==> config.mk <==
export PLATFORM = sky130hd
export DESIGN_NAME = commit_redirect_ctrl
export DESIGN_NICKNAME = d
export VERILOG_FILES = /design/src/rtl/crc_pkg.sv /design/src/rtl/crc_retire_sel.sv /design/src/rtl/crc_redirect_pick.sv /design/src/rtl/crc_thread_ctl.sv /design/src/rtl/commit_redirect_ctrl.sv
export SDC_FILE = /design/constraint.sdc
export NUM_CORES = 1
export LEC_CHECK = 0
export CORE_ASPECT_RATIO = 0.9
export CORE_MARGIN = 5
export CORE_UTILIZATION = 50
export CTS_CLUSTER_SIZE = 40
export DETAILED_ROUTE_END_ITERATION = 8
export DONT_BUFFER_PORTS = 1
export GPL_ROUTABILITY_DRIVEN = 0
export PLACE_DENSITY = 0.66
export REMOVE_ABC_BUFFERS = 1
export SYNTH_ARGS = -nofsm -noshare
export SYNTH_HDL_FRONTEND = slang
export SYNTH_SLANG_ARGS = --single-unit
==> constraint.sdc <==
create_clock -name clk -period 7.38 [get_ports clk]
set_input_delay 0.738 -clock clk [delete_from_list [all_inputs] [get_ports clk]]
set_output_delay 0.738 -clock clk [all_outputs]
set_load 0.01 [all_outputs]
==> src/rtl/crc_pkg.sv <==
package crc_pkg;

  typedef enum logic [2:0] {
    TS_IDLE  = 3'd0,
    TS_RUN   = 3'd1,
    TS_ROBSQ = 3'd2,
    TS_TRAP  = 3'd3,
    TS_FTRAP = 3'd4
  } tstate_e;

  // a is older than b when (a - b) mod 2^w has its top bit set
  function automatic logic seq_older(input logic [63:0] a, input logic [63:0] b, input int w);
    logic [63:0] d;
    d = a - b;
    return d[w-1];
  endfunction

endpackage

==> src/rtl/crc_retire_sel.sv <==
module crc_retire_sel #(
  parameter int W  = 4,
  parameter int CW = 3
) (
  input  logic          en,
  input  logic [W-1:0]  hv,
  input  logic [W-1:0]  hd,
  input  logic [W-1:0]  hns,
  output logic [W-1:0]  ret,
  output logic [CW-1:0] cnt,
  output logic          ns_wait
);
  logic ok;

  always_comb begin
    ok  = en;
    ret = '0;
    cnt = '0;
    for (int i = 0; i < W; i++) begin
      ok = ok & hv[i] & hd[i] & (~hns[i] | (i == 0));
      ret[i] = ok;
      if (ok) cnt = cnt + CW'(1);
    end
  end

  assign ns_wait = en & hv[0] & hns[0] & ~hd[0];
endmodule

==> src/rtl/crc_redirect_pick.sv <==
module crc_redirect_pick import crc_pkg::*; #(
  parameter int N     = 2,
  parameter int SEQ_W = 16,
  parameter int IW    = 1
) (
  input  logic [N-1:0]       elig,
  input  logic [N*SEQ_W-1:0] seqs,
  output logic               found,
  output logic [IW-1:0]      idx
);
  logic [SEQ_W-1:0] best;

  always_comb begin
    found = 1'b0;
    idx   = '0;
    best  = '0;
    for (int i = 0; i < N; i++) begin
      if (elig[i] && (!found ||
          seq_older(64'(seqs[i*SEQ_W +: SEQ_W]), 64'(best), SEQ_W))) begin
        found = 1'b1;
        idx   = IW'(i);
        best  = seqs[i*SEQ_W +: SEQ_W];
      end
    end
  end
endmodule

==> src/rtl/crc_thread_ctl.sv <==
module crc_thread_ctl import crc_pkg::*; #(
  parameter int SEQ_W = 16,
  parameter int DLY_W = 4
) (
  input  logic             clk,
  input  logic             rst_n,
  input  logic             alloc_hit,
  input  logic [SEQ_W-1:0] alloc_seq,
  input  logic             trap_hit,
  input  logic             trap_fetch,
  input  logic [SEQ_W-1:0] trap_seq,
  input  logic [DLY_W-1:0] trap_dly,
  input  logic             head_empty,
  input  logic             rob_done,
  input  logic             sq_hit,
  input  logic [SEQ_W-1:0] sq_seq,
  output logic [2:0]       state,
  output logic [SEQ_W-1:0] young,
  output logic [SEQ_W-1:0] tseq,
  output logic             fire,
  output logic             can_retire,
  output logic             can_redirect
);
  tstate_e          st_q;
  logic [SEQ_W-1:0] young_q;
  logic [SEQ_W-1:0] tseq_q;
  logic [DLY_W-1:0] cnt_q;

  always_ff @(posedge clk) begin
    if (!rst_n) begin
      st_q    <= TS_IDLE;
      young_q <= '0;
      tseq_q  <= '0;
      cnt_q   <= '0;
    end else if (sq_hit) begin
      st_q    <= TS_ROBSQ;
      young_q <= sq_seq;
    end else begin
      if (alloc_hit) young_q <= alloc_seq;
      case (st_q)
        TS_IDLE:  if (alloc_hit) st_q <= TS_RUN;
        TS_RUN: if (trap_hit) begin
          st_q   <= trap_fetch ? TS_FTRAP : TS_TRAP;
          cnt_q  <= trap_dly;
          tseq_q <= trap_seq;
        end
        TS_ROBSQ: if (rob_done) st_q <= TS_RUN;
        TS_TRAP:  if (cnt_q != '0) cnt_q <= cnt_q - DLY_W'(1);
        TS_FTRAP: if (head_empty) st_q <= TS_TRAP;
        default:  st_q <= TS_IDLE;
      endcase
    end
  end

  assign state        = st_q;
  assign young        = young_q;
  assign tseq         = tseq_q;
  assign fire         = (st_q == TS_TRAP) && (cnt_q == '0);
  assign can_retire   = (st_q == TS_RUN) || (st_q == TS_FTRAP);
  assign can_redirect = (st_q == TS_RUN) || (st_q == TS_ROBSQ) || (st_q == TS_FTRAP);
endmodule

==> src/rtl/commit_redirect_ctrl.sv <==
module commit_redirect_ctrl import crc_pkg::*; #(
  parameter int NUM_THREADS  = 2,
  parameter int COMMIT_WIDTH = 4,
  parameter int NUM_REDIR    = 2,
  parameter int SEQ_W        = 16,
  parameter int ADDR_W       = 32,
  parameter int DLY_W        = 4,
  localparam int TID_W = (NUM_THREADS > 1) ? $clog2(NUM_THREADS) : 1,
  localparam int CNT_W = $clog2(COMMIT_WIDTH + 1),
  localparam int RI_W  = (NUM_REDIR > 1) ? $clog2(NUM_REDIR) : 1
) (
  input  logic                          clk,
  input  logic                          rst_n,
  input  logic [TID_W-1:0]              head_tid,
  input  logic [COMMIT_WIDTH-1:0]       head_valid,
  input  logic [COMMIT_WIDTH-1:0]       head_done,
  input  logic [COMMIT_WIDTH-1:0]       head_nonspec,
  input  logic [SEQ_W-1:0]              head_seq,
  input  logic                          alloc_valid,
  input  logic [TID_W-1:0]              alloc_tid,
  input  logic [SEQ_W-1:0]              alloc_seq,
  input  logic [NUM_REDIR-1:0]          redir_req,
  input  logic [NUM_REDIR*TID_W-1:0]    redir_tid,
  input  logic [NUM_REDIR*SEQ_W-1:0]    redir_seq,
  input  logic [NUM_REDIR-1:0]          redir_mispred,
  input  logic [NUM_REDIR*ADDR_W-1:0]   redir_target,
  input  logic                          trap_req,
  input  logic                          trap_fetch,
  input  logic [TID_W-1:0]              trap_tid,
  input  logic [SEQ_W-1:0]              trap_seq,
  input  logic [DLY_W-1:0]              trap_delay,
  input  logic [NUM_THREADS-1:0]        rob_squash_done,
  output logic [COMMIT_WIDTH-1:0]       retire_mask,
  output logic [CNT_W-1:0]              retire_cnt,
  output logic                          rel_valid,
  output logic [TID_W-1:0]              rel_tid,
  output logic [SEQ_W-1:0]              rel_seq,
  output logic                          sq_valid,
  output logic [TID_W-1:0]              sq_tid,
  output logic [SEQ_W-1:0]              sq_seq,
  output logic                          sq_mispred,
  output logic [ADDR_W-1:0]             sq_target,
  output logic [NUM_THREADS*3-1:0]      thread_state,
  output logic                          stage_active
);
  // per-thread views
  logic [2:0]       state_vec [NUM_THREADS];
  logic [SEQ_W-1:0] young_vec [NUM_THREADS];
  logic [SEQ_W-1:0] tseq_vec  [NUM_THREADS];
  logic [NUM_THREADS-1:0] fire_vec, retire_ok, redir_ok, sq_hit;

  // named internal events
  logic                 head_ok, ns_wait, rel_fire;
  logic [2:0]           head_state, sq_tid_state;
  logic [SEQ_W-1:0]     sq_tid_young;
  logic                 any_busy;
  logic [NUM_REDIR-1:0] req_elig;
  logic                 redir_found, trap_take, sq_take;
  logic [RI_W-1:0]      pick_idx;
  logic [TID_W-1:0]     trap_idx, n_tid;
  logic [SEQ_W-1:0]     n_seq;
  logic                 n_mis;
  logic [ADDR_W-1:0]    n_tgt;
  logic                 last_vld;
  logic [SEQ_W-1:0]     last_seq;

  for (genvar t = 0; t < NUM_THREADS; t++) begin : g_thr
    crc_thread_ctl #(.SEQ_W(SEQ_W), .DLY_W(DLY_W)) u_ctl (
      .clk          (clk),
      .rst_n        (rst_n),
      .alloc_hit    (alloc_valid && (alloc_tid == TID_W'(t))),
      .alloc_seq    (alloc_seq),
      .trap_hit     (trap_req && (trap_tid == TID_W'(t))),
      .trap_fetch   (trap_fetch),
      .trap_seq     (trap_seq),
      .trap_dly     (trap_delay),
      .head_empty   ((head_tid == TID_W'(t)) && (head_valid == '0)),
      .rob_done     (rob_squash_done[t]),
      .sq_hit       (sq_hit[t]),
      .sq_seq       (n_seq),
      .state        (state_vec[t]),
      .young        (young_vec[t]),
      .tseq         (tseq_vec[t]),
      .fire         (fire_vec[t]),
      .can_retire   (retire_ok[t]),
      .can_redirect (redir_ok[t])
    );
    assign thread_state[t*3 +: 3] = state_vec[t];
    assign sq_hit[t] = sq_take && (n_tid == TID_W'(t));
  end

  // retirement from the head window
  assign head_ok    = (int'(head_tid) < NUM_THREADS) && retire_ok[head_tid];
  assign head_state = (int'(head_tid) < NUM_THREADS) ? state_vec[head_tid] : 3'd0;

  crc_retire_sel #(.W(COMMIT_WIDTH), .CW(CNT_W)) u_ret (
    .en      (head_ok),
    .hv      (head_valid),
    .hd      (head_done),
    .hns     (head_nonspec),
    .ret     (retire_mask),
    .cnt     (retire_cnt),
    .ns_wait (ns_wait)
  );

  // non-speculative release, one per cycle, no repeat
  assign rel_fire = ns_wait && !(last_vld && (last_seq == head_seq));

  always_ff @(posedge clk) begin
    if (!rst_n) begin
      rel_valid <= 1'b0;
      rel_tid   <= '0;
      rel_seq   <= '0;
      last_vld  <= 1'b0;
      last_seq  <= '0;
    end else begin
      rel_valid <= rel_fire;
      rel_tid   <= head_tid;
      rel_seq   <= head_seq;
      if (rel_fire) begin
        last_vld <= 1'b1;
        last_seq <= head_seq;
      end
    end
  end

  // redirect age filter
  for (genvar r = 0; r < NUM_REDIR; r++) begin : g_req
    logic [TID_W-1:0] rt;
    logic [SEQ_W-1:0] rs;
    assign rt = redir_tid[r*TID_W +: TID_W];
    assign rs = redir_seq[r*SEQ_W +: SEQ_W];
    assign req_elig[r] = redir_req[r] && (int'(rt) < NUM_THREADS) && redir_ok[rt] &&
                         seq_older(64'(rs), 64'(young_vec[rt]), SEQ_W);
  end

  crc_redirect_pick #(.N(NUM_REDIR), .SEQ_W(SEQ_W), .IW(RI_W)) u_pick (
    .elig  (req_elig),
    .seqs  (redir_seq),
    .found (redir_found),
    .idx   (pick_idx)
  );

  // trap fire grant: lowest thread first
  always_comb begin
    trap_take = 1'b0;
    trap_idx  = '0;
    for (int t = 0; t < NUM_THREADS; t++) begin
      if (fire_vec[t] && !trap_take) begin
        trap_take = 1'b1;
        trap_idx  = TID_W'(t);
      end
    end
  end

  // squash source select: trap beats redirect
  assign sq_take = trap_take | redir_found;

  always_comb begin
    if (trap_take) begin
      n_tid = trap_idx;
      n_seq = tseq_vec[trap_idx];
      n_mis = 1'b0;
      n_tgt = '0;
    end else begin
      n_tid = redir_tid[pick_idx*TID_W +: TID_W];
      n_seq = redir_seq[pick_idx*SEQ_W +: SEQ_W];
      n_mis = redir_mispred[pick_idx];
      n_tgt = redir_target[pick_idx*ADDR_W +: ADDR_W];
    end
  end

  always_ff @(posedge clk) begin
    if (!rst_n) begin
      sq_valid   <= 1'b0;
      sq_tid     <= '0;
      sq_seq     <= '0;
      sq_mispred <= 1'b0;
      sq_target  <= '0;
    end else begin
      sq_valid   <= sq_take;
      sq_tid     <= n_tid;
      sq_seq     <= n_seq;
      sq_mispred <= n_mis;
      sq_target  <= n_tgt;
    end
  end

  // overall activity, settled at the end of the cycle
  always_comb begin
    any_busy = 1'b0;
    for (int t = 0; t < NUM_THREADS; t++)
      if (state_vec[t] != 3'd0) any_busy = 1'b1;
  end

  always_ff @(posedge clk) begin
    if (!rst_n) stage_active <= 1'b0;
    else        stage_active <= any_busy;
  end

  assign sq_tid_state = state_vec[sq_tid];
  assign sq_tid_young = young_vec[sq_tid];
endmodule

==> results by group, run 1 <==
Clock tree
  • CTS H-Tree Depth: 4
  • CTS clk-pin slew, worst paths: 70 ps
  • Clk_lat worst skew: 430 ps
  • Hold buffers post-CTS: 0
  • CTS resizes: 0
  • Clock sinks: 165
  • TritonCTS buffer count: 17
  • CTS max path bufs: 2
  • Root Driver: clkbuf_16
  • TritonCTS clock tree: built
  • Postcts setup bufs: 0

Timing
  • Worst Tran Pin Value: 1060 ps
  • RSZ-0062 raised after global routing: false
  • Fin Setup TNS: 0 ps
  • Worst slew margin: 29.0%
  • Hold Vio Cnt, Final: 0
  • Fmax: 172 MHz
  • Max-slew violations: 0
  • Tmin final: 5820 ps
  • Final setup violation count: 0
  • Clk_skew: 13.2 ps
  • Fin crit share: 78.9%

Cells and area
  • Final nets: 1,170
  • Design area: 9680 sq um
  • P&R area growth vs syn: 7.18%
  • Fraction of layout cells with a size suffix above 1: 8.98%

Route
  • Routed via count: 7,252
  • DR iter-0 viols: 524
  • Vias/cell: 6.05
  • Antenna viol nets, final: 0
  • Drt total wl: 26,700 um
  • First-pass DRT Iterations: 5
  • Wire per inst: 22.3 um
  • Post-route DRC: 0

Setup path
  • Reg-to-Reg Start: g_thr[1].u_ctl.state[1]$_SDFFE_PN0P_
  • CP arrival: 6080 ps
  • Critical Path End Type: flop
  • CP Launch Type: flop
  • CP startpoint: g_thr[1].u_ctl.state[1]$_SDFFE_PN0P_
  • Worst Path Required: 7640 ps
  • Worst setup path category: flop to flop
  • Crit path max fanout: 52

Global routing
  • Grt total ovfl: 0
  • Initial antenna violation count: 1
  • Largest net degree at the start of global routing: 101
  • Vias in the first global route: 7,115
  • First-pass GRT wire length: 40,300 um
  • GRT Overall Usage: 25.3%

Synthesis
  • Synth Flop Type: dfxtp_1
  • Yosys warns: 0
  • Synth unique cells: 75
  • Synth Instances: 983
  • Mapped Area: 9030 sq um
  • Synth top area cells: dfxtp_1 37%, mux2i_1 16%, ha_1 6.8%
  • Post-synth ARST share: 0%
  • EDFF count, synth: 0
  • FF+latch count, synth: 165
  • Cell taking the most area after synthesis: dfxtp_1
  • Post-synth top area share: 36.6%
  • Commonest cells in the netlist: 165 x dfxtp_1, 143 x mux2i_1, 108 x nand2_1, 72 x nor2_1, 49 x ha_1
  • Seq/Total Area, Yosys: 36.6%
  • Syn Area/Cell: 9.18 sq um
  • Top-count cell post-synth: dfxtp_1

Min path
  • Min-Delay Startpoint: head_seq[2]
  • Hold Crit Class: primary input to flop

Die
  • Die X: 152 um
  • Core area: 17,700 sq um
  • I/O pins: 259
  • Die area: 20,800 sq um
  • Initial Utilization: 51.1%
  • Die Y: 137 um
  • FP Rows: 46

Power
  • Static leakage power: 3.85 nW
  • PwrDens: 322 nW/um^2
  • Max VDD drop: 0.210 mV

Placed design
  • Buffers on Ports: 0
  • Placed cell areas: 9080 sq um
  • Hpwl dp: 18,800 um

Run status
  • Status: finished clean

Flow run
  • Number of max-cap violations: 0
==> routing by layer <==
layer  global-route usage, %  vias up  routed length (um)
li1                        -     3465                   -
met1                    30.3     3385               10700
met2                    41.9      351               12600
met3                    9.57       51                2880
met4                    8.18        0                 541
met5                       0        -                   0
==> placed cells by master (no fill, tap or decap), types with 7 or more instances in the layout <==
| cell | Yosys | routed |
|---|---|---|
| buf_4 | 9 | 7 |
| o21a_1 | 19 | 18 |
| o211ai_1 | 7 | 7 |
| nand3_1 | 32 | 32 |
| o21ai_0 | 23 | 23 |
| xor2_1 | 9 | 9 |
| xnor2_1 | 16 | 16 |
| mux2i_1 | 143 | 143 |
| o21ai_1 | 9 | 9 |
| nand2_1 | 108 | 108 |
| clkbuf_16 | 0 | 17 |
| inv_1 | 14 | 14 |
| dfxtp_1 | 165 | 165 |
| and3_1 | 23 | 23 |
| a211oi_1 | 14 | 14 |
| and2_1 | 33 | 33 |
| a21oi_1 | 42 | 42 |
| nor2_1 | 72 | 72 |
| ha_1 | 49 | 49 |
| a31oi_1 | 18 | 18 |
| o221a_2 | 13 | 13 |
==> worst paths after layout <==
check                                               end  slack (ps)  depth (start not counted)
hold reg to reg     g_thr[1].u_ctl.tseq[6]$_SDFFE_PN0P_         450                          2
hold / removal                    rel_seq[2]$_SDFF_PN0_         420                          1
setup / recovery  g_thr[1].u_ctl.young[14]$_SDFFE_PN0P_        1560                         16
setup reg to reg  g_thr[1].u_ctl.young[14]$_SDFFE_PN0P_        1560                         16
==> kinds of logic (layout without fill, tap and decap cells) <==
| logic type | Yosys count | count (layout) | share of synthesized area [%] |
|---|---|---|---|
| XOR/XNOR | 25 | 25 | 2.43 |
| buffers and inverters | 80 | 55 | 4.17 |
| AO/OA/AOI/OAI | 189 | 189 | 15.3 |
| other | 0 | 1 | 0 |
| AND/OR/NAND/NOR | 327 | 327 | 18.2 |
| adder cells (fa/ha/maj) | 49 | 49 | 6.79 |
| multiplexers | 148 | 148 | 16.5 |
| flip-flops | 165 | 165 | 36.6 |
==> worst max-delay path, cell delays in order (launching register included) <==
cell,delay [ps]
dfxtp_1,820
xor2_1,240
o2111ai_1,230
a21boi_1,240
nor4b_2,250
or2_1,590
nand2_1,120
ha_1,330
and4_1,210
nor2b_1,130
o31ai_1,200
o211ai_1,150
xnor2_1,370
o21a_4,790
mux2_2,430
a221oi_2,360
a221oi_1,150
==> report_power, final <==
part / switching (mW) / internal, mW
Clock: 0.388 / 0.522
Combinational: 0.558 / 0.414
Sequential: 0.178 / 1.06
Total: 1.13 / 1.99
==> state kept, by name (all words and copies together) (netlist names) <==
signal,flops
last_vld,1
sq_mispred,1
last_seq,16
sq_seq,16
sq_tid,1
rel_seq,16
g_thr.u_ctl.state,6
rel_tid,1
sq_valid,1
rel_valid,1
g_thr.u_ctl.young,32
g_thr.u_ctl.tseq,32
stage_active,1
sq_target,32
g_thr.u_ctl.cnt_q,8
==> final cells by class <==
type	count	area, sq um
multi-input combinational	738	5360
antenna	1	2.50
clock buffer	20	457
timing repair buffer	7	52.6
fill	1609	7990
sequential	165	3300
tap	240	300
inverter	16	61.3
clock inverter	12	141
==> per-stage QoR <==
stage	utilization, %	std cells	hold WS (ps)	setup WS (ps)	total power [mW]
after floorplan	-	919	426	914	1.95
after global placement	51.4	1166	440	1440	2.20
after detailed placement	51.4	1166	445	1230	2.21
after CTS	54.8	1198	410	1590	3.13
after global routing	54.8	1199	409	1100	3.30
final	54.8	1199	423	1560	3.12
(Power assumes the default switching activity.)
==> inputs of run 2 (changes only) <==
Clock period 7.38 ns to 5.4 ns, I/O delays scaled along.
==> results by group, run 2 (synthesized netlist as in run 1, its figures left out) <==
Route
  • Wire per inst: 22.3 um (about the same)
  • Vias/cell: 6.04 (about the same)
  • DR iter-0 viols: 493 (-5.9%)
  • Drt total wl: 27,100 um (+1.3%)
  • Post-route DRC: 0 (unchanged)
  • Antenna viol nets, final: 0 (unchanged)
  • First-pass DRT Iterations: 6 (+1)
  • Routed via count: 7,348 (+1.3%)

Die
  • Die X: 152 um (unchanged)
  • Initial Utilization: 51.1% (unchanged)
  • I/O pins: 259 (unchanged)
  • FP Rows: 46 (unchanged)
  • Core area: 17,700 sq um (unchanged)
  • Die Y: 137 um (unchanged)
  • Die area: 20,800 sq um (unchanged)

Clock tree
  • Clock sinks: 165 (unchanged)
  • TritonCTS clock tree: built
  • Hold buffers post-CTS: 0 (unchanged)
  • CTS clk-pin slew, worst paths: 70 ps (about the same)
  • Clk_lat worst skew: 430 ps (about the same)
  • Root Driver: clkbuf_16
  • CTS H-Tree Depth: 4 (unchanged)
  • CTS max path bufs: 2 (unchanged)
  • TritonCTS buffer count: 17 (unchanged)

Timing
  • RSZ-0062 raised after global routing: false
  • Worst setup margin: 469 ps (-1090 ps)
  • Max-slew violations: 0 (unchanged)
  • Clk_skew: 9.59 ps (-3.58 ps)
  • Fmax: 203 MHz (+18%)
  • Worst slew margin: 27.4% (-1.6 points)
  • Hold Vio Cnt, Final: 0 (unchanged)
  • Tmin final: 4930 ps (-892 ps)
  • Final hold slack: 232 ps (-190 ps)
  • Final setup violation count: 0 (unchanged)
  • Fin crit share: 91.3% (+12 points)
  • Worst Tran Pin Value: 1090 ps (+24.5 ps)

Setup path
  • Crit path max fanout: 12 (-77%)
  • CP dominant cell by count: o211ai_1
  • CP peak stage delay: 420 ps (-400 ps)
  • Worst Path Buf+Inv: 2 (+2)
  • Critical Path End Type: flop
  • CP max stage cell: o41ai_2
  • CP arrival: 5300 ps (-780 ps)
  • Worst setup path category: flop to flop
  • Worst-path cell chain: mux2i_1 > ha_1 > and4_1 > o211ai_1 > o41ai_2 > o31a_1 > or2_1 > buf_4 > nand2_1 > ha_1 > and4_1 > and2_1 > nand4_1 > o211ai_1 > xnor2_1 > o211ai_1 > o21a_1 > a21oi_2 > buf_4 > o21a_1
  • CP Launch Type: flop
  • Worst Path Required: 5770 ps (-1870 ps)
  • Cell family with most CP delay: compound AO/OA/AOI/OAI gates

Power
  • Max VDD drop: 0.258 mV (+23%)
  • Clk network pwr share: 28.5% (-0.7 points)
  • Net Switching: 1.57 mW (+39%)
  • Share of total power in combinational logic: 33.1% (+1.9 points)
  • PwrDens: 440 nW/um^2 (+36%)
  • Static leakage power: 3.95 nW (+2.7%)
  • Sw frac: 36.3% (+0.20 points)
  • Sequential share of power: 38.5% (-1.1 points)
  • Total internal power: 2.75 mW (+38%)
  • Overall power: 4.32 mW (+38%)

Global routing
  • Largest net degree at the start of global routing: 101 (unchanged)
  • Vias in the first global route: 7,261 (+2.1%)
  • First-pass GRT wire length: 40,900 um (+1.5%)
  • GRT Overall Usage: 25.5% (+0.19 points)
  • Grt total ovfl: 0 (unchanged)
  • Initial antenna violation count: 0 (-1)

Placed design
  • Pre-CTS WS: 223 ps (-1000 ps)
  • DP Cell Count: 1,182 (+1.4%)
  • Hpwl dp: 19,900 um (+5.8%)
  • Buffers on Ports: 0 (unchanged)

Cells and area
  • Area of the multi-input gates: 5370 sq um (+0.12%)
  • Register Area: 3300 sq um (unchanged)
  • Commonest non-fill, non-tap cell in the layout: dfxtp_1
  • Layout fillers: 1,641 (+2.0%)
  • Diodes inserted: 0 (-1)
  • Fraction of layout cells with a size suffix above 1: 10.8% (+1.8 points)
  • Final nets: 1,189 (+1.6%)
  • Most frequent cells in the layout: 165 x dfxtp_1, 143 x mux2i_1, 108 x nand2_1
  • Layout Cells excl Fill: 1,216 (+1.4%)
  • P&R area growth vs syn: 8.74%

Flow run
  • Number of max-cap violations: 0 (unchanged)

Run status
  • Status: finished clean

Min path
  • Hold Crit Class: primary input to flop
run 2: timing repair:
item                       in CTS  in global routing
resized for setup               0                  2
buffers inserted                0                  3
setup endpoints to repair       0                 37
run 2: final cells by class:
| type | count | share of cell area, % |
|---|---|---|
| Clock inverter | 14 | 1.71 |
| Timing Repair Buffer | 26 | 1.99 |
| Multi-Input combinational cell | 738 | 54.6 |
| Tap cell | 240 | 3.06 |
| Inverter | 16 | 0.624 |
| Sequential cell | 165 | 33.6 |
| Clock buffer | 17 | 4.33 |
run 2: worst paths after layout:
kind	from	to	slack [ps]	depth (start not counted)
worst max-delay path	g_thr[0].u_ctl.young[10]$_SDFFE_PN0P_	g_thr[0].u_ctl.young[4]$_SDFFE_PN0P_	470	20
worst min-delay path	head_seq[15]	rel_seq[15]$_SDFF_PN0_	230	1
worst max register to register	g_thr[0].u_ctl.young[10]$_SDFFE_PN0P_	g_thr[0].u_ctl.young[4]$_SDFFE_PN0P_	470	20
worst min register to register	g_thr[1].u_ctl.tseq[2]$_SDFFE_PN0P_	g_thr[1].u_ctl.tseq[2]$_SDFFE_PN0P_	450	2
run 2: routing by layer:
layer  wire length [um]  GRT usage, %  vias up
met4                397          6.29        0
li1                   -             -     3508
met5                  0             0        -
met1              11100          31.6     3511
met3               2670          8.39       34
met2              12900          42.8      295
run 2: stage by stage:
step,utilization (%),setup TNS [ps],instance area [sq um]
final,55.6,0,9820
after detailed placement,52.0,0,9200
after CTS,55.4,0,9790
after global placement,52.0,0,9200
after global routing,55.6,0,9820
after floorplan,-,-59030,8710
run 2: power groups by stage:
stage	Combinational (mW)	Sequential (mW)	Clock (mW)
global route	1.59	1.69	1.31
CTS	1.40	1.66	1.25
finish	1.43	1.66	1.23
floorplan	1.02	1.64	0
detailed placement	1.39	1.69	0
global placement	1.37	1.69	0
==> inputs of run 3 (changes only) <==
Settings changed: CORE_ASPECT_RATIO 0.9 to 1.75, PLACE_DENSITY 0.66 to 0.73.
==> results by group, run 3 (synthesized netlist as in run 1, its figures left out) <==
Power
  • Share of total power in combinational logic: 32.6% (-0.5 points)
  • PwrDens: 433 nW/um^2 (-1.5%)
  • Clk network pwr share: 27.7% (-0.8 points)
  • Net Switching: 1.53 mW (-2.6%)
  • Sequential share of power: 39.7% (+1.2 points)
  • Total internal power: 2.67 mW (-2.7%)
  • Max VDD drop: 0.215 mV (-17%)
  • Sw frac: 36.3% (about the same)
  • Static leakage power: 3.87 nW (-2.0%)

Die
  • Die area: 21,000 sq um (+0.49%)
  • Initial Utilization: 50.5% (-0.64 points)
  • Core area: 17,900 sq um (+1.3%)
  • Die X: 112 um (-26%)
  • FP Rows: 65 (+41%)
  • Die Y: 188 um (+37%)
  • I/O pins: 259 (unchanged)

Cells and area
  • Design area: 9700 sq um (-1.2%)
  • Fin util: 54.2% (-1.3 points)
  • Final nets: 1,180 (-0.76%)
  • Layout fillers: 1,627 (-0.85%)
  • Most frequent cells in the layout: 165 x dfxtp_1, 143 x mux2i_1, 108 x nand2_1
  • Commonest non-fill, non-tap cell in the layout: dfxtp_1
  • P&R area growth vs syn: 7.44%
  • Diodes inserted: 0 (unchanged)
  • Fraction of layout cells with a size suffix above 1: 9.92% (-0.84 points)

Clock tree
  • Clock sinks: 165 (unchanged)
  • TritonCTS buffer count: 17 (unchanged)
  • Root Driver: clkbuf_16
  • CTS max path bufs: 2 (unchanged)
  • CTS H-Tree Depth: 4 (unchanged)
  • Postcts setup bufs: 0 (unchanged)
  • Clk_lat worst skew: 430 ps (about the same)
  • TritonCTS clock tree: built
  • CTS clk-pin slew, worst paths: 60 ps (about the same)

Setup path
  • Worst Path Buf+Inv: 1 (-1)
  • Worst setup path category: flop to flop
  • Reg-to-Reg Start: g_thr[1].u_ctl.young[10]$_SDFFE_PN0P_
  • Worst reg2reg path depth: 19 (-5.0%)
  • Worst Path Required: 5710 ps (-60 ps)
  • Cell family with most CP delay: compound AO/OA/AOI/OAI gates
  • Crit path max fanout: 13 (+1)
  • CP max stage cell: or2_2
  • Critical Path End Type: flop
  • CP peak stage delay: 430 ps (about the same)
  • CP arrival: 5200 ps (-100 ps)
  • Reg-to-reg slack, setup: 520 ps (+50 ps)
  • RR Endpoint: g_thr[1].u_ctl.young[10]$_SDFFE_PN0P_
  • CP Launch Type: flop
  • Worst-path cell chain: mux2i_1 > ha_1 > and4_1 > o211ai_1 > o41ai_2 > nor4b_2 > or2_2 > nand2_1 > ha_1 > and4_1 > nor2b_1 > o31ai_1 > o211ai_1 > xnor2_1 > o21a_4 > buf_4 > mux2i_1 > o21ai_0 > o221a_2

Route
  • Routed via count: 7,414 (+0.90%)
  • First-pass DRT Iterations: 5 (-1)
  • Drt total wl: 26,500 um (-2.1%)
  • Antenna viol nets, final: 0 (unchanged)
  • Vias/cell: 6.17 (+2.1%)
  • Post-route DRC: 0 (unchanged)
  • DR iter-0 viols: 448 (-9.1%)
  • Wire per inst: 22.0 um (-0.93%)

Min path
  • Min-Delay Startpoint: head_seq[3]
  • WHS Endpoint: rel_seq[3]$_SDFF_PN0_
  • Hold Crit Class: primary input to flop
  • Worst Hold Depth: 1 (unchanged)

Global routing
  • Initial antenna violation count: 0 (unchanged)
  • GRT Overall Usage: 25.2% (-0.23 points)
  • Grt total ovfl: 0 (unchanged)
  • Largest net degree at the start of global routing: 101 (unchanged)
  • First-pass GRT wire length: 42,000 um (+2.8%)
  • Vias in the first global route: 7,781 (+7.2%)

Timing
  • Fin crit share: 90.4% (-0.89 points)
  • Worst Tran Pin Value: 1120 ps (+32.5 ps)
  • Fin Setup TNS: 0 ps (unchanged)
  • Max-slew violations: 0 (unchanged)
  • Final setup violation count: 0 (unchanged)
  • Fmax: 205 MHz (+0.98%)
  • Worst setup margin: 517 ps (+47.9 ps)
  • RSZ-0062 raised after global routing: false
  • Worst slew margin: 25.3% (-2.1 points)
  • Clk_skew: 15.8 ps (+6.19 ps)
  • Tmin final: 4880 ps (-47.9 ps)
  • Hold Vio Cnt, Final: 0 (unchanged)

Placed design
  • Pre-CTS WS: 194 ps (-29.5 ps)
  • Placed cell areas: 9140 sq um (-0.57%)
  • Hpwl dp: 19,600 um (-1.4%)
  • Buffers on Ports: 0 (unchanged)

Run status
  • Status: finished clean

Flow run
  • Number of max-cap violations: 0 (unchanged)
==> run 3: power by group through the flow <==
stage	logic [mW]	clock network, mW	registers (mW)
2_1_floorplan	1.02	0	1.64
3_3_place_gp	1.33	0	1.69
3_5_place_dp	1.35	0	1.69
4_1_cts	1.37	1.19	1.67
5_1_grt	1.52	1.24	1.70
6_report	1.37	1.16	1.67
==> run 3: repair_timing <==
action                                  CTS  global route
endpoints found under the setup margin    0            10
hold endpoints to repair                  0             0
resized for setup                         0             1
hold buffers                              0             0
==> run 3: worst max-delay path by stage <==
stage	slack (ps)	from	cells after the start	to
after global routing	120	g_thr[0].u_ctl.young[10]$_SDFFE_PN0P_	20	sq_target[0]$_SDFF_PP0_
after floorplan	-870	redir_tid[0]	18	g_thr[0].u_ctl.young[0]$_SDFFE_PN0P_
after CTS	400	g_thr[0].u_ctl.young[10]$_SDFFE_PN0P_	20	g_thr[1].u_ctl.young[10]$_SDFFE_PN0P_
final	520	g_thr[1].u_ctl.young[10]$_SDFFE_PN0P_	19	g_thr[1].u_ctl.young[10]$_SDFFE_PN0P_
after global placement	370	redir_tid[0]	20	sq_target[15]$_SDFF_PP0_
after detailed placement	190	redir_tid[0]	20	sq_target[19]$_SDFF_PP0_
==> run 3: through the flow <==
stage	std cells	total power, mW	hold WS (ps)
CTS	1202	4.22	222
global placement	1170	3.01	433
global route	1202	4.45	217
detailed placement	1170	3.05	439
finish	1202	4.20	237
floorplan	919	2.66	426
==> run 3: area by class of cell <==
class	count	area, sq um	area share (%)
repair buffers	17	128	1.32
clock buffers	19	433	4.46
inverters	16	61.3	0.632
multi-input cells	738	5360	55.2
flip-flops and latches	165	3300	34.1
well taps	234	293	3.02
clock inverters	13	124	1.28
==> run 3: routing by layer <==
metal | global-route usage, % | part of all wire, % | vias to the layer above
met5 | 0 | 0 | -
met4 | 14.0 | 4.9 | 0
met3 | 8.46 | 8.1 | 92
met2 | 45.5 | 52 | 345
met1 | 25.1 | 35 | 3491
li1 | - | - | 3486
==> run 3: worst register-to-register path: stages (launching register included) <==
cell and delay, ps:
dfxtp_1 360, mux2i_1 90, ha_1 310, and4_1 260, o211ai_1 130, o41ai_2 410
nor4b_2 90, or2_2 430, nand2_1 120, ha_1 250, and4_1 210, nor2b_1 130
o31ai_1 180, o211ai_1 140, xnor2_1 360, o21a_4 270, buf_4 310, mux2i_1 250
o21ai_0 160, o221a_2 320
